`src/rtl/nib_pkg.sv`:
```
package nib_pkg;
  typedef enum logic [2:0] {
    ST_OFF      = 3'd0,
    ST_ANNC     = 3'd1,
    ST_IDLE     = 3'd2,
    ST_RD_WAIT  = 3'd3,
    ST_RD_SETUP = 3'd4,
    ST_RD_ACK   = 3'd5,
    ST_WR_WAIT  = 3'd6,
    ST_WR_ACK   = 3'd7
  } nib_st_e;
endpackage

```
`src/rtl/nib_sync.sv`:
```
module nib_sync #(
  parameter int           W       = 1,
  parameter int           STAGES  = 2,
  parameter logic [W-1:0] RST_VAL = '0
) (
  input  logic         clk,
  input  logic         rst_n,
  input  logic [W-1:0] a,
  output logic [W-1:0] y
);
  logic [W-1:0] stg [STAGES];

  always_ff @(posedge clk or negedge rst_n) begin
    if (!rst_n) begin
      for (int i = 0; i < STAGES; i++) stg[i] <= RST_VAL;
    end else begin
      stg[0] <= a;
      for (int i = 1; i < STAGES; i++) stg[i] <= stg[i-1];
    end
  end

  assign y = stg[STAGES-1];
endmodule

```
`src/rtl/nib_hs_fsm.sv`:
```
module nib_hs_fsm
  import nib_pkg::*;
#(
  parameter int SETUP_CYC = 5,
  parameter int ANN_CYC   = 20,
  parameter int CNT_W     = 5
) (
  input  logic       clk,
  input  logic       rst_n,
  input  logic       mode_n_s,
  input  logic       rd_n_s,
  input  logic       wr_n_s,
  input  logic [3:0] d_s,
  input  logic       man_en,
  input  logic       ctl_load,
  input  logic [7:0] ctl_wdata,
  input  logic       ctl_take,
  output logic       eng_ack,
  output logic       eng_d_oe,
  output logic [3:0] eng_d,
  output logic       rfull,
  output logic       wfull,
  output logic       rirq,
  output logic       wirq,
  output logic [7:0] rx_byte
);
  nib_st_e    st_q, st_n;
  logic [CNT_W-1:0] cnt_q, cnt_n;
  logic       rd_half_q, rd_half_n, wr_half_q, wr_half_n;
  logic [7:0] tx_q, tx_n, rx_q, rx_n;
  logic [3:0] lo_q, lo_n;
  logic       rfull_q, rfull_n, wfull_q, wfull_n;
  logic       rirq_q, rirq_n, wirq_q, wirq_n;
  logic       live, wr_cap, rd_done, wr_done, clr_half, load_ok;

  // next-state selection
  always_comb begin
    st_n = st_q;
    unique case (st_q)
      ST_OFF:      if (!mode_n_s && !man_en) st_n = ST_ANNC;
      ST_ANNC:     if (cnt_q == CNT_W'(ANN_CYC - 1)) st_n = ST_IDLE;
      ST_IDLE: begin
        if (!rd_n_s)      st_n = rfull_q ? ST_RD_SETUP : ST_RD_WAIT;
        else if (!wr_n_s) st_n = (wfull_q && !wr_half_q) ? ST_WR_WAIT : ST_WR_ACK;
      end
      ST_RD_WAIT: begin
        if (rd_n_s)       st_n = ST_IDLE;
        else if (rfull_q) st_n = ST_RD_SETUP;
      end
      ST_RD_SETUP: begin
        if (rd_n_s)                              st_n = ST_IDLE;
        else if (cnt_q == CNT_W'(SETUP_CYC - 1)) st_n = ST_RD_ACK;
      end
      ST_RD_ACK:   if (rd_n_s) st_n = ST_IDLE;
      ST_WR_WAIT: begin
        if (wr_n_s)        st_n = ST_IDLE;
        else if (!wfull_q) st_n = ST_WR_ACK;
      end
      ST_WR_ACK:   if (wr_n_s) st_n = ST_IDLE;
      default:     st_n = ST_OFF;
    endcase
    if (man_en && st_q != ST_OFF) st_n = ST_IDLE;
    if (mode_n_s)                 st_n = ST_OFF;
  end

  // datapath next values
  always_comb begin
    live     = !mode_n_s && !man_en;
    wr_cap   = (st_n == ST_WR_ACK) && (st_q != ST_WR_ACK);
    rd_done  = (st_q == ST_RD_ACK) && rd_n_s && live;
    wr_done  = (st_q == ST_WR_ACK) && wr_n_s && live;
    clr_half = (st_n == ST_OFF) || man_en;
    load_ok  = ctl_load && !rfull_q;

    if (st_n != st_q)                                cnt_n = '0;
    else if (st_q == ST_ANNC || st_q == ST_RD_SETUP) cnt_n = cnt_q + 1'b1;
    else                                             cnt_n = cnt_q;

    rd_half_n = clr_half ? 1'b0 : (rd_done ? ~rd_half_q : rd_half_q);
    wr_half_n = clr_half ? 1'b0 : (wr_done ? ~wr_half_q : wr_half_q);

    tx_n    = load_ok ? ctl_wdata : tx_q;
    rfull_n = load_ok ? 1'b1 : ((rd_done && rd_half_q) ? 1'b0 : rfull_q);
    if (load_ok)                                       rirq_n = 1'b0;
    else if (st_n == ST_RD_WAIT && st_q != ST_RD_WAIT) rirq_n = 1'b1;
    else                                               rirq_n = rirq_q;

    lo_n    = (wr_cap && !wr_half_q) ? d_s : lo_q;
    rx_n    = (wr_cap && wr_half_q) ? {d_s, lo_q} : rx_q;
    wfull_n = (wr_cap && wr_half_q) ? 1'b1 : (ctl_take ? 1'b0 : wfull_q);
    wirq_n  = (wr_cap && wr_half_q) ? 1'b1 : (ctl_take ? 1'b0 : wirq_q);
  end

  always_ff @(posedge clk or negedge rst_n) begin
    if (!rst_n) begin
      st_q      <= ST_OFF;
      cnt_q     <= '0;
      rd_half_q <= 1'b0;
      wr_half_q <= 1'b0;
      tx_q      <= '0;
      rx_q      <= '0;
      lo_q      <= '0;
      rfull_q   <= 1'b0;
      wfull_q   <= 1'b0;
      rirq_q    <= 1'b0;
      wirq_q    <= 1'b0;
    end else begin
      st_q      <= st_n;
      cnt_q     <= cnt_n;
      rd_half_q <= rd_half_n;
      wr_half_q <= wr_half_n;
      if (load_ok) tx_q <= tx_n;
      if (wr_cap)  rx_q <= rx_n;
      if (wr_cap)  lo_q <= lo_n;
      rfull_q   <= rfull_n;
      wfull_q   <= wfull_n;
      rirq_q    <= rirq_n;
      wirq_q    <= wirq_n;
    end
  end

  assign eng_ack  = (st_q == ST_ANNC) || (st_q == ST_RD_ACK) || (st_q == ST_WR_ACK);
  assign eng_d_oe = (st_q == ST_RD_SETUP) || (st_q == ST_RD_ACK);
  assign eng_d    = rd_half_q ? tx_q[7:4] : tx_q[3:0];
  assign rfull    = rfull_q;
  assign wfull    = wfull_q;
  assign rirq     = rirq_q;
  assign wirq     = wirq_q;
  assign rx_byte  = rx_q;
endmodule

```
`src/rtl/nib_pinmux.sv`:
```
module nib_pinmux (
  input  logic       man_en,
  input  logic       man_ack,
  input  logic       man_d_oe,
  input  logic [3:0] man_d,
  input  logic       eng_ack,
  input  logic       eng_d_oe,
  input  logic [3:0] eng_d,
  input  logic       mode_n_s,
  input  logic       rd_n_s,
  input  logic       wr_n_s,
  input  logic [3:0] d_s,
  input  logic [3:0] pa_s,
  output logic       ack_oe,
  output logic       d_oe,
  output logic [3:0] d_o,
  output logic [7:0] stat
);
  always_comb begin
    if (man_en) begin
      ack_oe = man_ack;
      d_oe   = man_d_oe;
      d_o    = man_d;
    end else begin
      ack_oe = eng_ack;
      d_oe   = eng_d_oe;
      d_o    = eng_d;
    end
    stat = {mode_n_s, rd_n_s, wr_n_s, ~ack_oe, (mode_n_s ? pa_s : d_s)};
  end
endmodule

```
`src/rtl/nib_encl_port.sv`:
```
module nib_encl_port #(
  parameter int CLK_HZ   = 50_000_000,
  parameter int SETUP_NS = 100,
  parameter int ANN_NS   = 400
) (
  input  logic       clk,
  input  logic       rst_n,
  input  logic       par_mode_n,
  input  logic       rd_strb_n,
  input  logic       wr_strb_n,
  input  logic [3:0] d_i,
  input  logic [3:0] pa_i,
  output logic [3:0] d_o,
  output logic       d_oe,
  output logic       ack_oe,
  input  logic       man_en,
  input  logic       man_ack,
  input  logic       man_d_oe,
  input  logic [3:0] man_d,
  input  logic       ctl_load,
  input  logic [7:0] ctl_wdata,
  input  logic       ctl_take,
  output logic [7:0] rx_byte,
  output logic       rfull,
  output logic       wfull,
  output logic       rirq,
  output logic       wirq,
  output logic [7:0] stat
);
  localparam int CLK_MHZ   = CLK_HZ / 1_000_000;
  localparam int SETUP_RAW = (SETUP_NS * CLK_MHZ + 999) / 1000;
  localparam int ANN_RAW   = (ANN_NS * CLK_MHZ + 999) / 1000;
  localparam int SETUP_CYC = (SETUP_RAW < 1) ? 1 : SETUP_RAW;
  localparam int ANN_CYC   = (ANN_RAW < 1) ? 1 : ANN_RAW;
  localparam int CNT_MAX   = (SETUP_CYC > ANN_CYC) ? SETUP_CYC : ANN_CYC;
  localparam int CNT_W     = $clog2(CNT_MAX + 1);
  localparam int SYNC_W    = 11;

  logic [SYNC_W-1:0] sync_y;
  logic              mode_n_s, rd_n_s, wr_n_s;
  logic [3:0]        d_s, pa_s;
  logic              eng_ack, eng_d_oe;
  logic [3:0]        eng_d;

  nib_sync #(
    .W       (SYNC_W),
    .STAGES  (2),
    .RST_VAL (11'b111_0000_0000)
  ) u_sync (
    .clk   (clk),
    .rst_n (rst_n),
    .a     ({par_mode_n, rd_strb_n, wr_strb_n, d_i, pa_i}),
    .y     (sync_y)
  );

  assign {mode_n_s, rd_n_s, wr_n_s, d_s, pa_s} = sync_y;

  nib_hs_fsm #(
    .SETUP_CYC (SETUP_CYC),
    .ANN_CYC   (ANN_CYC),
    .CNT_W     (CNT_W)
  ) u_fsm (
    .clk       (clk),
    .rst_n     (rst_n),
    .mode_n_s  (mode_n_s),
    .rd_n_s    (rd_n_s),
    .wr_n_s    (wr_n_s),
    .d_s       (d_s),
    .man_en    (man_en),
    .ctl_load  (ctl_load),
    .ctl_wdata (ctl_wdata),
    .ctl_take  (ctl_take),
    .eng_ack   (eng_ack),
    .eng_d_oe  (eng_d_oe),
    .eng_d     (eng_d),
    .rfull     (rfull),
    .wfull     (wfull),
    .rirq      (rirq),
    .wirq      (wirq),
    .rx_byte   (rx_byte)
  );

  nib_pinmux u_mux (
    .man_en   (man_en),
    .man_ack  (man_ack),
    .man_d_oe (man_d_oe),
    .man_d    (man_d),
    .eng_ack  (eng_ack),
    .eng_d_oe (eng_d_oe),
    .eng_d    (eng_d),
    .mode_n_s (mode_n_s),
    .rd_n_s   (rd_n_s),
    .wr_n_s   (wr_n_s),
    .d_s      (d_s),
    .pa_s     (pa_s),
    .ack_oe   (ack_oe),
    .d_oe     (d_oe),
    .d_o      (d_o),
    .stat     (stat)
  );
endmodule

```
`config.mk`:
```
export PLATFORM = sky130hd
export DESIGN_NAME = nib_encl_port
export DESIGN_NICKNAME = d
export VERILOG_FILES = /design/src/rtl/nib_pkg.sv /design/src/rtl/nib_sync.sv /design/src/rtl/nib_hs_fsm.sv /design/src/rtl/nib_pinmux.sv /design/src/rtl/nib_encl_port.sv
export SDC_FILE = /design/constraint.sdc
export NUM_CORES = 1
export LEC_CHECK = 0
export BUFFER_PORTS_ARGS = -buffer_cell sky130_fd_sc_hd__buf_2
export CORE_MARGIN = 2
export CORE_UTILIZATION = 45
export DETAILED_ROUTE_END_ITERATION = 8
export GPL_TIMING_DRIVEN = 1
export PLACE_DENSITY = 0.71
export SLEW_MARGIN = 10
export SYNTH_ARGS = -nofsm -noshare
export SYNTH_HDL_FRONTEND = slang
export SYNTH_SLANG_ARGS = --single-unit
```
`constraint.sdc`:
```
create_clock -name clk -period 3.8 [get_ports clk]
set_input_delay 0.19 -clock clk [delete_from_list [all_inputs] [get_ports clk]]
set_output_delay 0.19 -clock clk [all_outputs]
set_load 0.02 [all_outputs]
```
==> After elaboration in Yosys (flattened, before gate mapping) <==
Cells that the tools add are included.
{ "totals": {"regBits": 55, "latch_bits": 0, "ramBits": 0, "romBits": 0, "input_bits": 30, "output_inout_bits": 26, "elab_cells": 97, "memories": 0} }
{ "op_classes": {"n_addsub": 1, "n_mul": 0, "n_div": 0, "n_lt_le_gt_ge": 0, "n_eq_ne": 14, "shifts": 0, "muxes": 34, "bitwise_logic": 3, "reduce_logical": 33} }
{ "op_table": {"columns": ["cell", "count"], "rows": [
  ["$mux W3", 15],
  ["$pmux W3 S8", 1],
  ["$eq A3 B3 Y1 const B", 5],
  ["$logic_and A1 B1 Y1", 13],
  ["$mux W1", 13],
  ["$mux W4", 3],
  ["$reduce_bool A2 Y1", 6],
  ["$mux W5", 2],
  ["$eq A3 B2 Y1 const B", 3],
  ["$logic_not A3 Y1", 2],
  ["$add A5 B1 Y5 const B", 1],
  ["$eq A5 B3 Y1 const B", 1],
  ["$eq A5 B5 Y1 const B", 1],
  ["$logic_or A1 B1 Y1", 5],
  ["$logic_not A1 Y1", 4],
  ["$reduce_and A2 Y1", 2],
  ["$eq A3 B1 Y1 const B", 1],
  ["$ne A3 B2 Y1 const B", 1],
  ["$ne A3 B3 Y1", 1],
  ["$ne A3 B3 Y1 const B", 1],
  ["$not A1 Y1", 3],
  ["$reduce_bool A3 Y1", 1]
]} }

==> Longest topological paths before layout <==
Gate-level depths: netlist of run 1.
{ "depth": {"ltp_word": 12, "ltp_mapped": 7, "depth_no_buf": 7} }

==> Hierarchy <==
A second synthesis of run 1 with hierarchy kept.
{ "hier_totals": {"hier_cells": 200, "hier_area_um2": 2567.5} }
{ "by_module_without_submodules": {"columns": ["mod", "n_inst", "cells_each", "area_each_um2", "seq_area_each_um2"], "rows": [
  ["nib_hs_fsm", 1, 152, 1747.9, 825.8],
  ["nib_sync", 1, 33, 640.6, 558.0],
  ["nib_pinmux", 1, 15, 178.9, 0.0]
]} }

==> Worst setup path before layout of run 1 <==
OpenSTA, ideal clock, no wires.
{ "synth_path": {"path_kind": "reg2reg", "from": "reg u_fsm.cnt_q[0]", "to": "reg u_fsm.rx_q[0], in the netlist u_fsm.rx_byte[0]", "setup_ps": 125, "t_arrival_ps": 1933, "t_required_ps": 3675, "path_slack_ps": 1743, "stages_incl_launch_ff": 7, "path_buffers": 0, "synth_period_minus_slack_ps": 2057, "cell_sequence": "dfrtp_1 ha_1 and4bb_1 nand2_1 a221o_2 o2111ai_4 mux2_2"} }
{ "synth_between": {"elab_chain_cells": 10, "elab_cells_between_ends": 12, "classes_between": "eq/ne (3); mux (6); reduce/logical (3)"} }
{ "synth_lines": {"columns": ["item", "line", "text"], "rows": [
  ["from (decl)", "nib_hs_fsm.sv:28", "logic [CNT_W-1:0] cnt_q, cnt_n;"],
  ["from (signal assigned)", "nib_hs_fsm.sv:109", "cnt_q <= cnt_n;"],
  ["$eq A5 B3 Y1", "nib_hs_fsm.sv:52", "else if (cnt_q == CNT_W'(SETUP_CYC - 1)) st_n = ST_RD_ACK;"],
  ["$mux W3", "nib_hs_fsm.sv:52", null],
  ["$mux W3", "nib_hs_fsm.sv:51", "if (rd_n_s) st_n = ST_IDLE;"],
  ["$pmux W3 S8 (*)", "nib_hs_fsm.sv:39", "unique case (st_q)"],
  ["$mux W3 (*)", "nib_hs_fsm.sv:62", "if (man_en && st_q != ST_OFF) st_n = ST_IDLE;"],
  ["$mux W3 (*)", "nib_hs_fsm.sv:63", "if (mode_n_s) st_n = ST_OFF;"],
  ["$eq A3 B3 Y1 (*)", "nib_hs_fsm.sv:69", "wr_cap = (st_n == ST_WR_ACK) && (st_q != ST_WR_ACK);"],
  ["$logic_and A1 B1 Y1 (*)", "nib_hs_fsm.sv:69", null],
  ["$logic_and A1 B1 Y1", "nib_hs_fsm.sv:89", "rx_n = (wr_cap && wr_half_q) ? {d_s, lo_q} : rx_q;"],
  ["$reduce_and A2 Y1 (no source line) (*)", null, null],
  ["to (signal assigned)", "nib_hs_fsm.sv:113", "if (wr_cap) rx_q <= rx_n;"],
  ["to (decl)", "nib_hs_fsm.sv:30", "logic [7:0] tx_q, tx_n, rx_q, rx_n;"]
]} }
Mark *: on every way between the ends. The rest lies on a longest branch, timed or not.
A chain may end at the register's enable or synchronous reset.

==> Worst setup path in the final report of run 1 <==
{ "layout_path": {"from": "reg u_fsm.cnt_q[0]", "to": "reg u_fsm.rx_q[7], in the netlist u_fsm.rx_byte[7]"} }
The elaborated chain is that of the path after synthesis.

==> summary.md, run 1 <==
| Metric | Value |
|---|---|
| Most used flip-flop cell after synthesis | dfrtp_1 |
| Routed WL per cell | approximately 14 µm |
| Distinct cells, synth | 55 |
| Async SR Flop Fraction | 1.000 |
| Slew Limit Fails | 0 |
| Setup_tns | 0 ns |
| Post-CTS Setup Repair Bufs | 0 |
| R2r startpoint | u_fsm.cnt_q[0] |
| Critical Path RT | ~4 ns |
| Post-synth EDFFs | 0 |
| Leakage | about 0.0014 µW |
| Initial core utilization | 0.4632 |
| Worst relative slew slack | 0.5823 |
| Simple-gate area share of the yosys netlist | 0.1076 |
| Critical path capture point type | register |
| Top post-synthesis cells by area | dfrtp_1, mux2_2, dfstp_2 |
| Post-Synthesis Cells | between 150 and 200 |
| CP max FO | 9 |
| Share of cells above drive strength 1 | 0.4102 |
| Inserted Clock Buffers | 5 |
| Slowest stage cell, crit path | a221o_2 |
| Die area | 6250 µm² |
| CTS tree | done |
| Post-Synth XOR/XNOR Area | 0.02419 |
| Crit Path Class | reg2reg |
| Drt first pass iters | 4 |
| Cts repair resizes | 0 |
| Total track usage | 0.1581 |
| Gr ovfl total | 0 |
| F_max | 432.8 MHz |
| Worst slew pin tran | between 0.6 and 0.7 ns |
| Worst setup path start | u_fsm.cnt_q[0] |
| Synth top area share | 0.4837 |
| Pwr/cell area | 366.1 nW/µm² |
| Status | finished clean |
| Detail Route Antenna Nets | 0 |
| Skew final | 0.01107 ns |
| # H-tree levels | 2 |
| Synth area leader | dfrtp_1 |
| RSZ-0062 raised after global routing | no |
| Reg clk slew, reported paths | approximately 0.10 ns |
| Vias in the first global route | 1683 |
| Gate family responsible for the most delay along the worst path | compound AO/OA/AOI/OAI gates |
| Row count | 27 |
| Layout Nets | between 200 and 300 |
| Synth Area in Adders | 0.009872 |
| 1st-iter DRT viols | 114 |
| Post-synthesis sequential area ratio | 0.5459 |
| Largest net degree at the start of global routing | 52 |
| Hold_sp | ctl_take |
| Final HPWL DP | 3156 µm |
| Largest family of logic cells by synthesized area | multiplexers |
| Final setup violation count | 0 |
| Count leader, synth | dfrtp_1 |
| Chip width | 79.06 µm |
| Minimum clock period after layout | 2.311 ns |
| DRC | 0 |
| Flops & latches, synth | 55 |
| Die Ht | 79.06 µm |
| Inserted Diodes | 0 |
| Post-Syn Nets | 228 |
| Synth Area in Compound Gates | 0.1150 |
| Place WS | 1.479 ns |
| Filler Cells Inserted | 498 |
| Clock Sinks | 55 |
| Hold Path Class | in2reg |
| Top cells by count, synth | dfrtp_1, mux2_2, nand2_1, inv_1, nor2_1 |
| Worst-Skew Late Latency | 0.30 ns |
| Yosys warnings | 0 |
| Final Hold Viols | 0 |
| I/O Buffers | 55 |
| Max-Cap Viols | 0 |
| Initial antenna violation count | 0 |
| Post-synthesis mux area share | 0.1343 |
| Total number of vias | 1677 |
| Crit path DAT | 2.51 ns |
| Crit-path max cell delay | approximately 0.47 ns |
| Synthesized area | roughly 2500 µm² |
| Vias per cell | 5.113 |
| Layout area overhead | 17.97% |
| Global-route wire length before repair | 7665 µm |
| Hold Buf Count CTS | 12 |
| Startpoint Class | register |
| Final worst setup slack | ~1.5 ns |
| Mean Syn Cell Area | 12.93 µm² |
| Critical path buffers and inverters | 0 |
| Ports | 56 |
| Worst VDD drop | 0.0002781 V |
| Period utilisation layout | 0.6081 |
| Worst path cell trace | ha_1, and4bb_1, nand2_1, a221o_2, o2111ai_4, mux2_2 |
| Routability Congestion | 0.8389 |
| DRT Wirelength | 4601 µm |
| Root Buffer | clkbuf_8 |
| Core area | 5473 µm² |
| Clk buf depth | 2 |
[layer usage]
| layer | GRT usage | part of all wire |
|---|---|---|
| met5 | 0 | 0 |
| met4 | 0.07586 | 0.029 |
| met3 | 0.03636 | 0.051 |
| met2 | 0.2644 | 0.48 |
| met1 | 0.1933 | 0.44 |
[final timing paths]
check	endpoint	slack (ns)	cells after the start
worst max-delay path	u_fsm.rx_byte[7]	1.49	6
worst min-delay path	u_fsm.wfull	0.04	2
worst max register to register	u_fsm.rx_byte[7]	1.49	6
worst min register to register	u_sync.y[8]	0.35	0
max in group asynchronous	u_fsm.tx_q[6]	2.77	3
min in group asynchronous	u_sync.stg[13]	0.21	2
[kinds of logic after synthesis]
logic type      after synthesis
buf+inv                      25
compound gates               33
flops                        55
fa+ha+maj                     2
simple gates                 43
mux                          31
xor+xnor                      7
[cell type report]
class	count	area [µm²]	share of cell area
clock buffer	5	68.82	0.02301
clock inverter	2	16.27	0.005439
inverter	10	37.54	0.01255
multi-input combinational	116	991.0	0.3314
sequential	55	1384	0.4628
tap	72	90.09	0.03013
timing repair buffer	68	402.9	0.1347
[state kept, by name, indices dropped and copies added, names as in the netlist]
register	flops
u_fsm.wfull	1
u_fsm.st_q	3
u_fsm.cnt_q	5
u_fsm.rfull	1
u_fsm.rx_byte	8
u_sync.stg	11
u_fsm.tx_q	8
u_fsm.wr_half_q	1
u_fsm.rirq	1
u_fsm.lo_q	4
u_fsm.rd_half_q	1
u_sync.y	11
[placed cells by master, fill, tap and decap left out, drive strengths merged, types with 2 or more instances in the layout]
| master | count |
|---|---|
| o21ai | 9 |
| o2111ai | 2 |
| nor2 | 10 |
| and4 | 2 |
| dfstp | 6 |
| clkbuf | 5 |
| a2111oi | 5 |
| buf | 56 |
| inv | 11 |
| o22ai | 2 |
| nor2b | 2 |
| mux2i | 7 |
| nand2 | 11 |
| nor3 | 3 |
| a221oi | 3 |
| xnor2 | 6 |
| mux2 | 24 |
| o211ai | 2 |
| ha | 2 |
| dfrtp | 49 |
| nand2b | 3 |
| dlygate4sd3 | 12 |
[per-stage QoR]
stage	hold slack (ns)	utilization	total power, µW	area [µm²]	cells
4_1_cts	0.02523	0.5464	1112	2990	328
3_3_place_gp	0.001282	0.5089	784.4	2785	309
6_report	0.03956	0.5464	1095	2990	328
5_1_grt	0.01757	0.5464	1157	2990	328
2_1_floorplan	-0.1056	-	740.7	2535	196
3_5_place_dp	0.003421	0.5089	789.1	2785	309
[where the power goes]
group,internal [µW],switching [µW]
Combinational,65.8,72.8
Clock,129,182
Sequential,619,26.7
[worst reg2reg max path, cell delays in order (launching register included)]
cell and delay [ns]:
dfrtp_1 0.42, ha_1 0.20, and4bb_1 0.27, nand2_1 0.07
a221o_2 0.47, o2111ai_4 0.37, mux2_2 0.39
Note: power is estimated with default switching activity, not from simulation.
==> run 2, diff against run 1 <==
Settings changed: PLACE_DENSITY 0.71 to 0.74.
Clock period 3.8 ns to 2.05 ns, I/O delays scaled along.
==> summary.md, run 2 (synthesis results as in run 1) <==
| Metric | Value |
|---|---|
| Total track usage | 0.1814 |
| Minimum clock period after layout | 2.185 ns |
| Area of the multi-input gates | 1155 µm² |
| Routed WL per cell | 15.51 µm |
| I/O Buffers | 55 |
| Slew Limit Fails | 0 |
| Row count | 27 |
| Vias in the first global route | 1757 |
| Pwr/cell area | ~650 nW/µm² |
| Startpoint Class | register |
| DRC | 0 |
| Inserted Clock Buffers | 5 |
| CP max FO | 5 |
| Leakage | 0.001541 µW |
| Initial antenna violation count | 0 |
| Most common cell after layout, fill and taps aside | buf_2 |
| Detail Route Antenna Nets | 0 |
| Chip width | ~79 µm |
| Clk buf depth | 2 |
| # H-tree levels | 2 |
| Post-Place Cells | 327 |
| Layout Nets | 314 |
| Worst relative slew slack | 0.5870 |
| Global-route wire length before repair | 8728 µm |
| Max-Cap Viols | 0 |
| CTS tree | done |
| Crit Path Class | reg2reg |
| Fin util | 0.6191 |
| Status | complete, but fails checks |
| Critical Path RT | 2.25 ns |
| Inserted Diodes | 0 |
| RSZ-0062 raised after global routing | yes |
| Worst slew pin tran | 0.6194 ns |
| Clock Sinks | 55 |
| Sequential cell area | 1384 µm² |
| DRT Wirelength | 5507 µm |
| Critical path capture point type | register |
| Root Buffer | clkbuf_8 |
| Final HPWL DP | 3543 µm |
| Layout Cells excl Fill | 355 |
| Failing checks | negative setup slack |
| Skew final | 0.01242 ns |
| Ports | 56 |
| Final Hold Viols | 0 |
| Total number of vias | about 1800 |
| Crit path DAT | around 2.4 ns |
| Hold Path Class | in2reg |
| Filler Cells Inserted | 438 |
| Share of cells above drive strength 1 | 0.5088 |
| Die area | roughly 6200 µm² |
| Die Ht | between 70 and 80 µm |
| Routability Congestion | 0.8445 |
| Period utilisation layout | 1.066 |
| Final worst setup slack | -0.1353 ns |
| F_max | 457.6 MHz |
| Reg clk slew, reported paths | 0.10 ns |
| Layout area overhead | 33.66% |
| Largest net degree at the start of global routing | 29 |
| Vias per cell | about 5.2 |
| Worst VDD drop | 0.0003719 V |
| Core area | 5473 µm² |
| Most frequent cells in the layout | buf_2, dfrtp_1, buf_4, mux2_2, dlygate4sd3_1 |
| Drt first pass iters | 4 |
| Worst-Skew Late Latency | approximately 0.31 ns |
| Gr ovfl total | 0 |
| Final setup violation count | 18 |
| Initial core utilization | 0.4632 |
| 1st-iter DRT viols | 139 |
run 2: cell types whose count changed in the layout (fill, tap and decap cells not counted), sizes merged:
| cell | change |
|---|---|
| buf | +24 |
| clkbuf | +1 |
| dlygate4sd3 | +1 |
| inv | +1 |
| clkinvlp | -1 |
| o2111ai | +1 |
run 2: layer usage:
metal,GRT usage,wire (µm),up-vias
met5,0,0,-
met1,0.2472,2381,920
met2,0.2924,2801,46
li1,-,-,871
met3,0.02841,199,10
met4,0.07241,124,0
run 2: final timing paths:
path,from,endpoint,slack (ns),cells past startpoint
max,u_fsm.cnt_q[1],u_fsm.rx_byte[4],-0.14,6
min reg2reg,u_sync.stg[16],u_sync.y[5],0.36,0
max reg2reg,u_fsm.cnt_q[1],u_fsm.rx_byte[4],-0.14,6
max in group asynchronous,rst_n,u_sync.stg[21],1.06,3
min in group asynchronous,rst_n,u_sync.stg[13],0.33,2
min,ctl_wdata[2],u_fsm.tx_q[2],0.03,2
run 2: repair_timing:
| action | 4_1_cts | 5_1_grt |
|---|---|---|
| cloned | 1 | 0 |
| hold buffers | 13 | 0 |
| endpoints found under the hold margin | 37 | 0 |
| pin swaps | 2 | 6 |
| resized for setup | 7 | 17 |
| endpoints found under the setup margin | 17 | 19 |
| buffers inserted | 3 | 4 |
run 2: final cells by class:
| type | count | area share |
|---|---|---|
| flip-flops and latches | 55 | 0.4084 |
| multi-input cells | 117 | 0.3408 |
| repair buffers | 93 | 0.1835 |
| well taps | 72 | 0.02659 |
| clock buffers | 6 | 0.02437 |
| inverters | 10 | 0.01108 |
| clock inverters | 2 | 0.005170 |
run 2: power breakdown:
| group | leakage (µW) | internal, µW | switching (µW) |
|---|---|---|---|
| logic | 0.000801 | 175 | 186 |
| clock network | 0.0000522 | 283 | 355 |
| registers | 0.000687 | 1150 | 40.3 |
| total | 0.00154 | 1610 | 581 |
run 2: critical path: stages (launching register included):
cell and delay, ns:
dfrtp_1 0.39, ha_2 0.19, and4bb_2 0.27, nand2_1 0.06, a221o_2 0.47, o2111ai_4 0.31
mux2_2 0.38
run 2: through the flow:
stage / hold WS (ns) / area [µm²] / setup WS, ns / total power [µW] / setup TNS, ns
2_1_floorplan: -0.1931 / 2535 / 0.003738 / 1373 / 0
3_3_place_gp: 0.1523 / 2933 / -0.06991 / 1483 / -0.6147
3_5_place_dp: 0.1561 / 2933 / -0.09010 / 1495 / -1.057
4_1_cts: 0.02158 / 3241 / -0.07480 / 2164 / -0.9978
5_1_grt: 0.02058 / 3388 / -0.2170 / 2299 / -3.313
6_report: 0.02760 / 3388 / -0.1353 / 2187 / -1.758
